$ cat src/rtl/cdom_pkg.sv
package cdom_pkg;
  localparam int ADDR_W  = 32;
  localparam int WORD_W  = 32;
  localparam int BIT_W   = $clog2(WORD_W);

  typedef enum logic [1:0] {
    ROUTE_NONE  = 2'd0,
    ROUTE_DIR   = 2'd1,
    ROUTE_INCOH = 2'd2,
    ROUTE_ALLOC = 2'd3
  } route_e;

  // Byte offset of the bitmap word covering a line (bank-local interleave).
  function automatic logic [ADDR_W-1:0] bmp_word_offset(input logic [ADDR_W-1:0] a);
    return {8'd0, a[31:24], a[13:11], a[23:14], a[10], 2'b00};
  endfunction

  // Bit inside the bitmap word for a 32-byte line.
  function automatic logic [BIT_W-1:0] bmp_bit_index(input logic [ADDR_W-1:0] a);
    return a[9:5];
  endfunction

  // Window test that cannot overflow: start <= a < start + size.
  function automatic logic in_window(input logic [ADDR_W-1:0] a,
                                     input logic [ADDR_W-1:0] start,
                                     input logic [ADDR_W-1:0] size);
    return (a >= start) && ((a - start) < size);
  endfunction
endpackage

$ cat src/rtl/cdom_range_match.sv
module cdom_range_match
  import cdom_pkg::*;
#(
  parameter int N_RANGES = 3
) (
  input  logic [ADDR_W-1:0]          addr,
  input  logic [N_RANGES-1:0]        en,
  input  logic [N_RANGES*ADDR_W-1:0] start,
  input  logic [N_RANGES*ADDR_W-1:0] size,
  output logic                       hit
);
  logic [N_RANGES-1:0] win_hit;

  for (genvar g = 0; g < N_RANGES; g++) begin : g_win
    assign win_hit[g] = en[g] &&
                        in_window(addr, start[g*ADDR_W +: ADDR_W], size[g*ADDR_W +: ADDR_W]);
  end

  assign hit = |win_hit;
endmodule

$ cat src/rtl/cdom_bitmap_addr.sv
module cdom_bitmap_addr
  import cdom_pkg::*;
(
  input  logic [ADDR_W-1:0] addr,
  input  logic [ADDR_W-1:0] base,
  output logic [ADDR_W-1:0] word_addr,
  output logic [BIT_W-1:0]  bit_idx
);
  assign word_addr = base + bmp_word_offset(addr);
  assign bit_idx   = bmp_bit_index(addr);
endmodule

$ cat src/rtl/cdom_ctrl.sv
module cdom_ctrl
  import cdom_pkg::*;
(
  input  logic              clk,
  input  logic              rst_n,
  input  logic              req_valid,
  output logic              req_ready,
  input  logic              dir_hit,
  input  logic              arr_hit,
  input  logic              fill_done,
  input  logic              rng_hit,
  input  logic [ADDR_W-1:0] lk_word_addr,
  input  logic [BIT_W-1:0]  lk_bit_idx,
  output logic              bmp_req_valid,
  input  logic              bmp_req_ready,
  output logic [ADDR_W-1:0] bmp_req_addr,
  input  logic              bmp_rsp_valid,
  input  logic [WORD_W-1:0] bmp_rsp_data,
  output logic              dec_valid,
  output logic [1:0]        dec_route,
  output logic              dec_incoh
);
  typedef enum logic [1:0] {S_IDLE, S_FILL, S_BREQ, S_BRSP} state_e;
  state_e state;

  logic [BIT_W-1:0] bit_q;

  // Named internal events
  logic accept, bmp_hs, waiting_fill, waiting_rsp, rsp_bit;
  assign accept       = req_valid && req_ready;
  assign bmp_hs       = bmp_req_valid && bmp_req_ready;
  assign waiting_fill = (state == S_FILL);
  assign waiting_rsp  = (state == S_BRSP);
  assign rsp_bit      = bmp_rsp_data[bit_q];

  assign req_ready     = (state == S_IDLE);
  assign bmp_req_valid = (state == S_BREQ);

  always_ff @(posedge clk) begin
    if (!rst_n) begin
      state        <= S_IDLE;
      bit_q        <= '0;
      bmp_req_addr <= '0;
      dec_valid    <= 1'b0;
      dec_route    <= ROUTE_NONE;
      dec_incoh    <= 1'b0;
    end else begin
      dec_valid <= 1'b0;
      unique case (state)
        S_IDLE: if (accept) begin
          if (dir_hit) begin
            if (arr_hit) begin
              dec_valid <= 1'b1;
              dec_route <= ROUTE_DIR;
              dec_incoh <= 1'b0;
            end else begin
              state <= S_FILL;
            end
          end else if (rng_hit) begin
            dec_valid <= 1'b1;
            dec_route <= ROUTE_INCOH;
            dec_incoh <= 1'b1;
          end else begin
            bmp_req_addr <= lk_word_addr;
            bit_q        <= lk_bit_idx;
            state        <= S_BREQ;
          end
        end
        S_FILL: if (fill_done) begin
          dec_valid <= 1'b1;
          dec_route <= ROUTE_DIR;
          dec_incoh <= 1'b0;
          state     <= S_IDLE;
        end
        S_BREQ: if (bmp_req_ready) state <= S_BRSP;
        S_BRSP: if (bmp_rsp_valid) begin
          dec_valid <= 1'b1;
          dec_route <= rsp_bit ? ROUTE_INCOH : ROUTE_ALLOC;
          dec_incoh <= rsp_bit;
          state     <= S_IDLE;
        end
        default: state <= S_IDLE;
      endcase
    end
  end

  // a directory hit with data present is decided on the next edge
  a_r2_dir_hit: assert property (@(posedge clk) disable iff (!rst_n)
    accept && dir_hit && arr_hit |=> dec_valid && dec_route == ROUTE_DIR);

  // no decision while the fill is outstanding
  a_r3_hold_fill: assert property (@(posedge clk) disable iff (!rst_n)
    waiting_fill && !fill_done |=> !dec_valid);

  // fill completion releases a directory decision
  a_r3_fill_release: assert property (@(posedge clk) disable iff (!rst_n)
    waiting_fill && fill_done |=> dec_valid && dec_route == ROUTE_DIR);

  // window match on a directory miss answers incoherently
  a_r4_window: assert property (@(posedge clk) disable iff (!rst_n)
    accept && !dir_hit && rng_hit |=> dec_valid && dec_incoh);

  // selected bitmap bit picks incoherent reply or allocation
  a_r6_bit_route: assert property (@(posedge clk) disable iff (!rst_n)
    waiting_rsp && bmp_rsp_valid |=>
      dec_valid && dec_route == ($past(rsp_bit) ? ROUTE_INCOH : ROUTE_ALLOC));

  // request held stable under back-pressure
  a_r7_req_stable: assert property (@(posedge clk) disable iff (!rst_n)
    bmp_req_valid && !bmp_req_ready |=> bmp_req_valid && $stable(bmp_req_addr));

  // one bitmap read outstanding
  a_r7_single: assert property (@(posedge clk) disable iff (!rst_n)
    bmp_hs |=> !bmp_req_valid);

  // the flag agrees with the route
  a_r8_flag: assert property (@(posedge clk) disable iff (!rst_n)
    dec_valid |-> dec_incoh == (dec_route == ROUTE_INCOH));
endmodule

$ cat src/rtl/cdom_classifier.sv
module cdom_classifier
  import cdom_pkg::*;
#(
  parameter int N_RANGES = 3
) (
  input  logic                       clk,
  input  logic                       rst_n,
  input  logic                       req_valid,
  output logic                       req_ready,
  input  logic [31:0]                req_addr,
  input  logic                       dir_hit,
  input  logic                       arr_hit,
  input  logic                       fill_done,
  input  logic [N_RANGES-1:0]        rng_en,
  input  logic [N_RANGES*32-1:0]     rng_start,
  input  logic [N_RANGES*32-1:0]     rng_size,
  input  logic [31:0]                bmp_base,
  output logic                       bmp_req_valid,
  input  logic                       bmp_req_ready,
  output logic [31:0]                bmp_req_addr,
  input  logic                       bmp_rsp_valid,
  input  logic [31:0]                bmp_rsp_data,
  output logic                       dec_valid,
  output logic [1:0]                 dec_route,
  output logic                       dec_incoh
);
  logic              rng_hit;
  logic [ADDR_W-1:0] lk_word_addr;
  logic [BIT_W-1:0]  lk_bit_idx;

  cdom_range_match #(.N_RANGES(N_RANGES)) u_win (
    .addr  (req_addr),
    .en    (rng_en),
    .start (rng_start),
    .size  (rng_size),
    .hit   (rng_hit)
  );

  cdom_bitmap_addr u_bmp_addr (
    .addr      (req_addr),
    .base      (bmp_base),
    .word_addr (lk_word_addr),
    .bit_idx   (lk_bit_idx)
  );

  cdom_ctrl u_ctrl (
    .clk           (clk),
    .rst_n         (rst_n),
    .req_valid     (req_valid),
    .req_ready     (req_ready),
    .dir_hit       (dir_hit),
    .arr_hit       (arr_hit),
    .fill_done     (fill_done),
    .rng_hit       (rng_hit),
    .lk_word_addr  (lk_word_addr),
    .lk_bit_idx    (lk_bit_idx),
    .bmp_req_valid (bmp_req_valid),
    .bmp_req_ready (bmp_req_ready),
    .bmp_req_addr  (bmp_req_addr),
    .bmp_rsp_valid (bmp_rsp_valid),
    .bmp_rsp_data  (bmp_rsp_data),
    .dec_valid     (dec_valid),
    .dec_route     (dec_route),
    .dec_incoh     (dec_incoh)
  );
endmodule

$ cat config.mk
export PLATFORM = sky130hd
export DESIGN_NAME = cdom_classifier
export DESIGN_NICKNAME = d
export VERILOG_FILES = /design/src/rtl/cdom_pkg.sv /design/src/rtl/cdom_range_match.sv /design/src/rtl/cdom_bitmap_addr.sv /design/src/rtl/cdom_ctrl.sv /design/src/rtl/cdom_classifier.sv
export SDC_FILE = /design/constraint.sdc
export NUM_CORES = 1
export LEC_CHECK = 0
export BUFFER_PORTS_ARGS = -buffer_cell sky130_fd_sc_hd__buf_4
export CORE_MARGIN = 5
export CORE_UTILIZATION = 45
export CTS_BUF_LIST = sky130_fd_sc_hd__clkbuf_8
export DETAILED_ROUTE_END_ITERATION = 8
export GPL_TIMING_DRIVEN = 0
export HOLD_SLACK_MARGIN = 0.1
export MAX_ROUTING_LAYER = met4
export PLACE_DENSITY = 0.72
export SLEW_MARGIN = 20
export SYNTH_ARGS = -nofsm -noshare
export SYNTH_HDL_FRONTEND = slang
export SYNTH_SLANG_ARGS = --single-unit
$ cat constraint.sdc
create_clock -name clk -period 7.07 [get_ports clk]
set_clock_uncertainty 0.2 [all_clocks]
set_input_delay 0.707 -clock clk [delete_from_list [all_inputs] [get_ports clk]]
set_output_delay 0.707 -clock clk [all_outputs]
set_load 0.01 [all_outputs]
==> flow_summary.json <==
{
  "cts_tree": "yes",
  "p_sw_frac": 0.445,
  "worstMarginPinSlew_ns": 1.08,
  "power_per_cell_area_nw_per_um2": 121,
  "critical_path_class": "input pin to register",
  "ant_nets": 0,
  "place.gp.congestion": 0.953,
  "end_kind": "register",
  "yosysTopAreaCellShare": 0.245,
  "path_buf_inv": 5,
  "clkSlewWorstSetupHoldPaths_ns": 0.08,
  "slew_violations": 0,
  "cts_max_path_buffers": 2,
  "critPathArrivalTime_ns": 6.39,
  "async_reset_ff_frac": 0,
  "drtIter0Drc": 718,
  "synth-seq-cells": 43,
  "cp.required_ns": 7.04,
  "cp_top_family": "compound AO/OA/AOI/OAI gates",
  "grt_pass1_vias": 11500,
  "drt-total-wl_um": 37500,
  "fin_crit_sh": 0.908,
  "period_needed_ns": 6.42,
  "startpoint_type": "input pin",
  "fin_tns_setup_ns": 0,
  "die_width_um": 165,
  "p_sw_uw": 743,
  "rsz0062_at_grt": "false",
  "synth_area_per_cell_um2": 7.19,
  "fin_nets": 2358,
  "seqPwrFrac": 0.167,
  "dpl.hpwl_um": 32800,
  "p_int_uw": 925,
  "io_buffers": 336,
  "grt_remaining_overflow": 0,
  "drv_cap": 0,
  "maxSlewHeadroom": 0.277,
  "synth_flop_cell": "dfxtp_1",
  "syn_nets": 2015,
  "antenna_found_initial": 1,
  "synthTopCellsByArea": "ha_1 (24%), inv_1 (8.2%), dfxtp_1 (8.0%), a21oi_1 (7.2%), xnor2_1 (5.4%)",
  "htreeDepth": 2,
  "grt_start_max_net_pins": 14,
  "cts_made_buffers": 5,
  "synth_area_um2": 10800,
  "status": "finished clean",
  "seq_area_frac_synth": 0.0797,
  "yosysMostFrequentCell": "inv_1",
  "dieHeight_um": 165,
  "grt_first_pass_wirelength_um": 57300,
  "slowest_stage": "a2111oi_0",
  "core_area_um2": 23500,
  "fill_cells": 2324,
  "post_cts_resized": 0,
  "dieArea_um2": 27200,
  "clockRootBuffer": "clkbuf_8",
  "crit_top_cell": "a21oi_1",
  "p_clk_frac": 0.107,
  "first_pass_iters": 5,
  "setup_violations": 0,
  "drcViolationCount": 0,
  "wl_per_cell_um": 17.3,
  "leakage_uw": 0.00719,
  "ioPinCount": 337,
  "irDropWorstVdd_mv": 0.0782,
  "max_clock_freq_ghz": 0.156,
  "synth.distinct_cells": 78,
  "hp-class": "register to register",
  "avgViaCountPerCell": 5.56,
  "drive_gt1_frac": 0.216,
  "ys_warn_count": 0,
  "syn2layout_area_growth_pct": 28.1,
  "synth_edf_count": 0,
  "gr-usage-all-layers": 0.269,
  "synth_cells": 1501,
  "yosysTopAreaCell": "ha_1",
  "hold_violations": 0,
  "clkLatencyLatePin_ns": 0.31,
  "crit_path_max_fanout": 10,
  "hold_ws_ns": 0.263,
  "rows": 56,
  "post_cts_buffers": 0,
  "vias": 12000,
  "hold_buffers": 0,
  "cp_slowest_stage_delay_ns": 0.63,
  "cts_sinks": 43,
  "netlist_top_cells_count": "inv_1 (237), ha_1 (211), a21oi_1 (156), o21ai_0 (96), nand2_1 (93)",
  "start_util": 0.458,
  "power_frac_comb": 0.726
}
-- final cells by class --
cell class / count / area (um2) / area share
inverters: 237 / 890 / 0.0644
multi-input cells: 1194 / 8880 / 0.642
clock buffers: 7 / 96.3 / 0.00697
plain buffers: 27 / 165 / 0.0119
flip-flops and latches: 43 / 861 / 0.0623
repair buffers: 336 / 2520 / 0.182
well taps: 319 / 399 / 0.0289
diodes: 1 / 2.50 / 0.000181
clock inverters: 1 / 7.51 / 0.000543
-- worst reg2reg max path, cell delays in order (launching register included) --
cell	delay [ns]
dfxtp_1	0.31
clkbuf_1	0.51
mux4_2	0.60
mux4_2	0.50
mux2i_1	0.15
o22ai_1	0.12
nand2b_1	0.17
mux2i_1	0.11
-- registers in the layout (all words and copies together), names as in the netlist --
name / flops
u_ctrl.dec_valid: 1
u_ctrl.bit_q: 5
u_ctrl.dec_route: 2
u_ctrl.bmp_req_addr: 32
u_ctrl.dec_incoh: 1
u_ctrl.state: 2
-- layer usage --
metal,routed length [um],track usage,vias up
met3,2880,0.0447,72
met4,1080,0.0654,0
li1,-,-,6078
met1,16400,0.348,5433
met5,0,-,-
met2,17100,0.441,449
-- cells by family after synthesis --
group | Yosys count | share of synthesized area
DFF | 43 | 0.0798
adders and majority gates | 215 | 0.252
and+or+nand+nor | 390 | 0.180
buffers and inverters | 264 | 0.0977
AOI/OAI and AO/OA | 478 | 0.287
muxes | 15 | 0.0256
xor gates and xnor gates | 96 | 0.0779
-- cell usage in the layout, fill, tap and decap left out, types with 12 or more instances in the layout --
cell type | synthesis | layout
a21o_1 | 51 | 51
nand4_1 | 25 | 25
xnor2_1 | 66 | 66
o21a_1 | 21 | 21
o21bai_1 | 20 | 20
xor2_1 | 30 | 30
nor2_1 | 84 | 84
and3_1 | 14 | 14
a211oi_1 | 23 | 23
clkbuf_1 | 14 | 14
o211ai_1 | 12 | 12
nand2b_1 | 15 | 15
dfxtp_1 | 43 | 43
nor2b_1 | 27 | 27
nand3_1 | 55 | 55
o21ai_0 | 96 | 96
nand2_1 | 93 | 93
nor3_1 | 32 | 32
inv_1 | 237 | 237
buf_4 | 2 | 338
ha_1 | 211 | 211
a21oi_1 | 156 | 156
-- worst paths after layout --
path | start | endpoint | slack, ns | cells after the start
max | req_addr[0] | u_ctrl.bmp_req_addr[18] | 0.65 | 25
min | u_ctrl.dec_route[0] | u_ctrl.dec_route[0] | 0.26 | 2
max reg2reg | u_ctrl.bit_q[0] | u_ctrl.dec_route[0] | 4.35 | 7
min reg2reg | u_ctrl.dec_route[0] | u_ctrl.dec_route[0] | 0.26 | 2
-- power groups by stage --
stage,Clock (uW),Combinational [uW],Sequential [uW]
floorplan,0,803,292
global placement,0,1180,284
detailed placement,0,1200,284
CTS,181,1210,279
global route,191,1360,282
finish,178,1210,279
-- stage by stage --
step | total power (uW) | std cells | worst slack [ns] | utilization | instance area (um2)
global route | 1830 | 2165 | 0.145 | 0.587 | 13800
CTS | 1670 | 2164 | 0.664 | 0.587 | 13800
global placement | 1460 | 2156 | 0.420 | 0.583 | 13700
detailed placement | 1480 | 2156 | 0.352 | 0.583 | 13700
finish | 1670 | 2165 | 0.649 | 0.587 | 13800
floorplan | 1090 | 1501 | 1.79 | - | 10800
(Power assumes the default switching activity.)
